`src/rtl/bbm_pkg.sv`:
```
package bbm_pkg;

    localparam int REG_AW = 4;
    localparam int COND_W = 8;

    localparam logic [REG_AW-1:0] OFS_BADDR = 4'h0;
    localparam logic [REG_AW-1:0] OFS_BMASK = 4'h4;
    localparam logic [REG_AW-1:0] OFS_COND  = 4'h8;
    localparam logic [REG_AW-1:0] OFS_FLAG  = 4'hC;

    localparam logic [1:0] SEL_NONE = 2'b00;
    localparam logic [1:0] SEL_LO   = 2'b01;
    localparam logic [1:0] SEL_HI   = 2'b10;
    localparam logic [1:0] SEL_BOTH = 2'b11;

    localparam logic [1:0] SZ_ANY = 2'b00;

    // Field order fixes the bit positions seen by software: master in 7..6.
    typedef struct packed {
        logic [1:0] master;
        logic [1:0] kind;
        logic [1:0] dir;
        logic [1:0] size;
    } cond_t;

    typedef struct packed {
        logic       master;
        logic       kind;
        logic       dir;
        logic [1:0] size;
    } cyc_attr_t;

    // Two-bit selector against a one-bit attribute.
    // none_is_any chooses whether code 00 accepts everything or nothing.
    function automatic logic sel_accepts(input logic [1:0] sel,
                                         input logic       val,
                                         input logic       none_is_any);
        logic ok;
        case (sel)
            SEL_NONE: ok = none_is_any;
            SEL_LO:   ok = ~val;
            SEL_HI:   ok = val;
            default:  ok = 1'b1;
        endcase
        return ok;
    endfunction

endpackage

```
`src/rtl/bbm_regs.sv`:
```
module bbm_regs
    import bbm_pkg::*;
#(
    parameter int ADDR_W = 32
) (
    input  logic              clk,
    input  logic              rst_n,
    input  logic              reg_we,
    input  logic [REG_AW-1:0] reg_addr,
    input  logic [ADDR_W-1:0] reg_wdata,
    input  logic              flag_q,
    output logic [ADDR_W-1:0] brk_addr,
    output logic [ADDR_W-1:0] brk_mask,
    output cond_t             cond,
    output logic              flag_clr,
    output logic [ADDR_W-1:0] reg_rdata
);

    localparam int PAD_COND = ADDR_W - COND_W;
    localparam int PAD_FLAG = ADDR_W - 1;

    typedef struct packed {
        logic [ADDR_W-1:0] baddr;
        logic [ADDR_W-1:0] bmask;
        cond_t             cond;
    } regs_t;

    regs_t regs_d, regs_q;

    // Next-state and write decode.
    always_comb begin
        regs_d   = regs_q;
        flag_clr = 1'b0;
        if (reg_we) begin
            case (reg_addr)
                OFS_BADDR: regs_d.baddr = reg_wdata;
                OFS_BMASK: regs_d.bmask = reg_wdata;
                OFS_COND:  regs_d.cond  = cond_t'(reg_wdata[COND_W-1:0]);
                OFS_FLAG:  flag_clr     = reg_wdata[0];
                default:   ;
            endcase
        end
    end

    // Combinational read multiplexer.
    always_comb begin
        case (reg_addr)
            OFS_BADDR: reg_rdata = regs_q.baddr;
            OFS_BMASK: reg_rdata = regs_q.bmask;
            OFS_COND:  reg_rdata = {{PAD_COND{1'b0}}, regs_q.cond};
            OFS_FLAG:  reg_rdata = {{PAD_FLAG{1'b0}}, flag_q};
            default:   reg_rdata = '0;
        endcase
    end

    always_ff @(posedge clk or negedge rst_n) begin
        if (!rst_n) begin
            regs_q <= '0;
        end else begin
            regs_q <= regs_d;
        end
    end

    assign brk_addr = regs_q.baddr;
    assign brk_mask = regs_q.bmask;
    assign cond     = regs_q.cond;

endmodule

```
`src/rtl/bbm_addr_cmp.sv`:
```
module bbm_addr_cmp #(
    parameter int ADDR_W = 32
) (
    input  logic [ADDR_W-1:0] bus_addr,
    input  logic [ADDR_W-1:0] brk_addr,
    input  logic [ADDR_W-1:0] brk_mask,
    output logic              hit
);

    logic [ADDR_W-1:0] bit_ok;

    for (genvar i = 0; i < ADDR_W; i++) begin : g_bit
        // A set mask bit forces agreement on this position.
        assign bit_ok[i] = brk_mask[i] | ~(bus_addr[i] ^ brk_addr[i]);
    end

    assign hit = &bit_ok;

endmodule

```
`src/rtl/bbm_cond_cmp.sv`:
```
module bbm_cond_cmp
    import bbm_pkg::*;
(
    input  cond_t     cond,
    input  cyc_attr_t attr,
    output logic      hit
);

    logic master_ok;
    logic kind_ok;
    logic dir_ok;
    logic size_ok;

    always_comb begin
        master_ok = sel_accepts(cond.master, attr.master, 1'b0);
        kind_ok   = sel_accepts(cond.kind,   attr.kind,   1'b1);
        dir_ok    = sel_accepts(cond.dir,    attr.dir,    1'b1);
        size_ok   = (cond.size == SZ_ANY) || (cond.size == attr.size);
        hit       = master_ok & kind_ok & dir_ok & size_ok;
    end

endmodule

```
`src/rtl/bus_break_matcher.sv`:
```
module bus_break_matcher
    import bbm_pkg::*;
#(
    parameter int ADDR_W = 32
) (
    input  logic              clk,
    input  logic              rst_n,
    input  logic              mrst_n,
    input  logic              reg_we,
    input  logic [REG_AW-1:0] reg_addr,
    input  logic [ADDR_W-1:0] reg_wdata,
    output logic [ADDR_W-1:0] reg_rdata,
    input  logic              bus_valid,
    input  logic [ADDR_W-1:0] bus_addr,
    input  logic              bus_master,
    input  logic              bus_kind,
    input  logic              bus_dir,
    input  logic [1:0]        bus_size,
    output logic              brk_pulse,
    output logic              brk_flag
);

    typedef struct packed {
        logic pulse;
        logic flag;
    } evt_t;

    evt_t              evt_d, evt_q;
    logic [ADDR_W-1:0] baddr_q;
    logic [ADDR_W-1:0] bmask_q;
    cond_t             cond_q;
    logic              flag_clr;
    logic              addr_hit;
    logic              cond_hit;
    logic              cyc_match;
    cyc_attr_t         attr;

    assign attr = '{master: bus_master, kind: bus_kind, dir: bus_dir, size: bus_size};

    bbm_regs #(.ADDR_W(ADDR_W)) u_regs (
        .clk       (clk),
        .rst_n     (rst_n),
        .reg_we    (reg_we),
        .reg_addr  (reg_addr),
        .reg_wdata (reg_wdata),
        .flag_q    (evt_q.flag),
        .brk_addr  (baddr_q),
        .brk_mask  (bmask_q),
        .cond      (cond_q),
        .flag_clr  (flag_clr),
        .reg_rdata (reg_rdata)
    );

    bbm_addr_cmp #(.ADDR_W(ADDR_W)) u_addr_cmp (
        .bus_addr (bus_addr),
        .brk_addr (baddr_q),
        .brk_mask (bmask_q),
        .hit      (addr_hit)
    );

    bbm_cond_cmp u_cond_cmp (
        .cond (cond_q),
        .attr (attr),
        .hit  (cond_hit)
    );

    always_comb begin
        cyc_match   = bus_valid & addr_hit & cond_hit;
        evt_d.pulse = cyc_match;
        // Set has priority over a software clear in the same cycle.
        evt_d.flag  = cyc_match | (evt_q.flag & ~flag_clr);
        if (!mrst_n) begin
            evt_d = '0;
        end
    end

    always_ff @(posedge clk or negedge rst_n) begin
        if (!rst_n) begin
            evt_q <= '0;
        end else begin
            evt_q <= evt_d;
        end
    end

    assign brk_pulse = evt_q.pulse;
    assign brk_flag  = evt_q.flag;

endmodule

```
`config.mk`:
```
export PLATFORM = sky130hd
export DESIGN_NAME = bus_break_matcher
export DESIGN_NICKNAME = d
export VERILOG_FILES = /design/src/rtl/bbm_pkg.sv /design/src/rtl/bbm_regs.sv /design/src/rtl/bbm_addr_cmp.sv /design/src/rtl/bbm_cond_cmp.sv /design/src/rtl/bus_break_matcher.sv
export SDC_FILE = /design/constraint.sdc
export NUM_CORES = 1
export LEC_CHECK = 0
export ABC_AREA = 1
export BUFFER_PORTS_ARGS = -buffer_cell sky130_fd_sc_hd__buf_2
export CAP_MARGIN = 20
export CORE_ASPECT_RATIO = 0.8
export CORE_MARGIN = 8
export CORE_UTILIZATION = 35
export CTS_BUF_LIST = sky130_fd_sc_hd__clkbuf_8 sky130_fd_sc_hd__clkbuf_16
export CTS_CLUSTER_SIZE = 25
export DETAILED_ROUTE_END_ITERATION = 8
export GPL_ROUTABILITY_DRIVEN = 0
export PLACE_DENSITY_LB_ADDON = 0.08
export SYNTH_ARGS = -nofsm -noshare
export SYNTH_HDL_FRONTEND = slang
export SYNTH_HIERARCHICAL = 1
export SYNTH_SLANG_ARGS = --single-unit
```
`constraint.sdc`:
```
create_clock -name clk -period 1.4 [get_ports clk]
set_input_delay 0 -clock clk [delete_from_list [all_inputs] [get_ports clk]]
set_output_delay 0 -clock clk [all_outputs]
set_load 0.05 [all_outputs]
```
==> results.md <==
Floorplan:
- The floorplan step defined a core boundary enclosing 0.0123 mm^2.
- The initial utilization of the core area, before any placement, comes to 0.361.
- The top-level I/O count is 112.
- The die width is 142 um.
- After floorplanning, the core was divided into 36 placement rows.
- The die area is 0.0166 mm^2.
- In this run the vertical extent of the chip is 117 um.

Synth:
- After technology mapping, the gate count stands at 687.
- The number of nets handed over by synthesis was 769.
- The average instance in the mapped netlist occupies 6.46 um^2.
- Of the synthesized area, sequential elements account for 0.417.
- In this run, distinct cell masters in the synthesized netlist total 19.
- For this run, the number of Yosys warnings is 6.
- The number of synthesized register bits is 74.
- The post-synth design cell area is 0.00444 mm^2.

Clock tree:
- The clock tree synthesis step divided the H-tree into 3 levels.
- The number of setup buffers added after CTS is 0.
- The clock-pin slew on the worst setup and hold paths is 0.06 ns.
- The clock drives 74 sinks.
- The CTS tree is built.
- The root buffer cell chosen for the clock tree is clkbuf_16.
- The insertion delay to the later sink of the worst-skew pair is 0.34 ns.
- Buffers inserted during clock tree synthesis total 9.
- The longest clock path from root to sink contains 2 buffers.

Critical path:
- For this run, the slowest stage of the critical path takes 0.40 ns.
- Counting both buffers and inverters, the worst setup path holds a total of 3.
- In this run the worst path has a maximum fanout of 4.
- The worst setup path is launched from a flop.
- The dominant cell type by count on the critical path is nand2_1.
- The logic depth of the worst register-to-register path is 13.
- Traced cell by cell, the critical path runs through inv_1 -> nand2_1 -> nand3b_1 -> nand2_1 -> inv_1 -> nand2_2 -> nor2_2 -> nand2_1 -> nor2_1 -> nand2_1 -> inv_1 -> nand2_1 -> nand2_1.
- The kind of critical path is flop to flop.
- The category of the worst setup path capture point is a flop.
- Data on the critical path arrives at its endpoint at 1.66 ns.
- The worst-path cell with the longest stage delay is dfrtp_1.
- For the worst setup path, the data required time is 1.68 ns.
- The family of cells with the greatest summed delay on the critical path is simple AND/OR/NAND/NOR gates.
- The logic depth of the worst setup path including buffers is 13.

Route:
- In the final routed layout, each cell accounts on average for 13.5 um.
- The remaining design rule violation count is 0.
- The iteration count of the initial detailed-routing pass is 4.
- After detailed routing, the number of vias per cell comes to 4.41.
- The iteration-0 DRC count of the detailed router is 216.
- The detail route stage leaves a number of antenna-violating nets equal to 0.
- For this block, the routed nets add up to 13800 um of wire.
- The total number of vias is 4488.

Layout:
- The area used by multi-input combinational logic is 0.00206 mm^2.
- The end-of-flow core utilization is 0.479.
- The fraction of final layout cells sized beyond drive strength 1 is 0.191.
- The library cell used most frequently in the layout, excluding fill and tap cells, is nand2_1.
- Compared with the post-synthesis result, the final layout area differs by 32.7%.
- At the end of the flow, the number of nets in the layout was 924.
- In the layout the commonest cells are 386 x nand2_1, 110 x buf_2, 91 x inv_1, 74 x dfrtp_1, 46 x nor2_1.
- The count of inserted antenna diode cells is 0.
- The fill cell total of the finished layout is 1323.
- Summing all flip-flop and latch instances after layout gives 0.00185 mm^2.

Run status:
- The run finished with clean final reports.

Global route:
- In the global route stage, overall resource usage came out at 0.175.
- Global routing finished with a remaining overflow of 0.
- The number of antenna violations at the first check in global routing was 0.
- Entering global routing, the biggest net connects 36 pins.
- The wire length of the first global-routing pass is 22600 um.
- The number of global-route vias before repair is 4544.

Run:
- The count of max-cap constraint violations is 0.

Pwr:
- The areal power density over the cells is 1180 mW/mm^2.
- VDD sags by at most 675 uV.
- The analysis attributes to cell leakage a power of 3.53 nW.

STA:
- Derived from the worst setup path, the maximum achievable clock frequency is 0.723 GHz.
- The final count of negative-setup-slack endpoints is 0.
- Setup repair after global routing could not meet its margin everywhere.
- The period utilization is 0.988.
- At the pin with the least slew margin, the transition time is 0.519 ns.
- Across the routed clock network, the largest skew measured is 0.00482 ns.
- The setup total negative slack is 0 ns.
- The number of endpoints with negative hold slack in the final report is 0.
- The final max-slew violation count is 0.
- The relative max-transition margin is 0.654.
- For the finished layout, the period the worst path requires is 1.38 ns.

Placement:
- The count of input and output buffers is 111.
- Once detailed placement completed, the half-perimeter wirelength came to 9770 um.

Min path:
- The type of the most critical hold path is input pin to flop.
- The worst hold path passes through 3 cells.
per-stage QoR:
step,cells,area (um^2),hold slack [ns],setup WS [ns],power (W)
finish,1017,5890,0.143,0.0170,0.00696
global route,1017,5890,0.154,-0.116,0.00746
CTS,1017,5880,0.121,0.0105,0.00705
detailed placement,967,5220,0.000329,0.0305,0.00454
global placement,967,5220,0.00286,0.0519,0.00449
floorplan,687,4440,-0.296,0.203,0.00397
synthesized netlist by cell type:
cell type,count,area [um^2]
nand2_2,3,18.8
dfrtp_1,74,1850
nand2_1,387,1450
nor2_4,4,45.0
inv_1,90,338
nor4_1,1,6.26
nor2_1,48,180
nand3_4,1,17.5
o21ai_1,8,40.0
nand4_1,1,6.26
ha_1,4,50.1
nand3_1,32,160
nor2_2,3,18.8
buf_6,13,146
nand3b_1,5,37.5
inv_2,4,15.0
nand2_4,1,11.3
o21ai_0,1,5.00
buf_2,7,35.0
final cells by class:
class,instances,share of cell area
clock buffer,12,0.0453
inverter,94,0.0599
sequential,74,0.315
timing repair buffer,164,0.188
tap,171,0.0363
multi-input combinational,499,0.349
clock inverter,3,0.00659
worst reg2reg max path: cells and delay by family (launching register included):
family	cells	cell delay, ns
buffers and inverters	3	0.17
flip-flops	1	0.40
AND/OR/NAND/NOR	10	0.74
per-layer routing:
metal,global-route usage,up-vias,wire (um)
met1,0.229,2038,6650
met5,0,-,0
met3,0.0429,7,864
li1,-,2331,-
met2,0.283,112,6140
met4,0.0507,0,111
cells by family after synthesis:
kind of cell / Yosys count / synth area share
buffers and inverters: 114 / 0.120
AO/OA/AOI/OAI: 9 / 0.0102
adder cells (fa/ha/maj): 4 / 0.0113
AND/OR/NAND/NOR: 486 / 0.441
flip-flops: 74 / 0.417
worst paths after layout:
kind	startpoint	slack (ns)	endpoint
worst min-delay path	reg_we	0.14	u_regs/cond[7]$_DFFE_PN0P_
worst max register to register	u_regs/brk_addr[17]$_DFFE_PN0P_	0.02	brk_flag$_DFF_PN0_
max in group asynchronous	rst_n	0.68	u_regs/brk_mask[3]$_DFFE_PN0P_
worst min register to register	u_regs/brk_mask[19]$_DFFE_PN0P_	0.50	u_regs/brk_mask[19]$_DFFE_PN0P_
min in group asynchronous	rst_n	0.17	u_regs/brk_mask[7]$_DFFE_PN0P_
worst max-delay path	u_regs/brk_addr[17]$_DFFE_PN0P_	0.02	brk_flag$_DFF_PN0_
flip-flops by register name, indices dropped and copies added, names as in the netlist:
name and flops:
u_regs/cond 8, u_regs/brk_addr 32, u_regs/brk_mask 32, brk_flag 1
brk_pulse 1
power by group:
part	switching, W	internal, W
Sequential	0.000390	0.00257
Clock	0.000875	0.00151
Combinational	0.000953	0.000671
Total	0.00222	0.00474
what timing repair did:
item | in CTS | in global routing
hold buffers | 35 | 0
setup endpoints to repair | 0 | 2
hold endpoints to repair | 105 | 0
resized for setup | 0 | 3
Note: power is estimated with default switching activity, not from simulation.
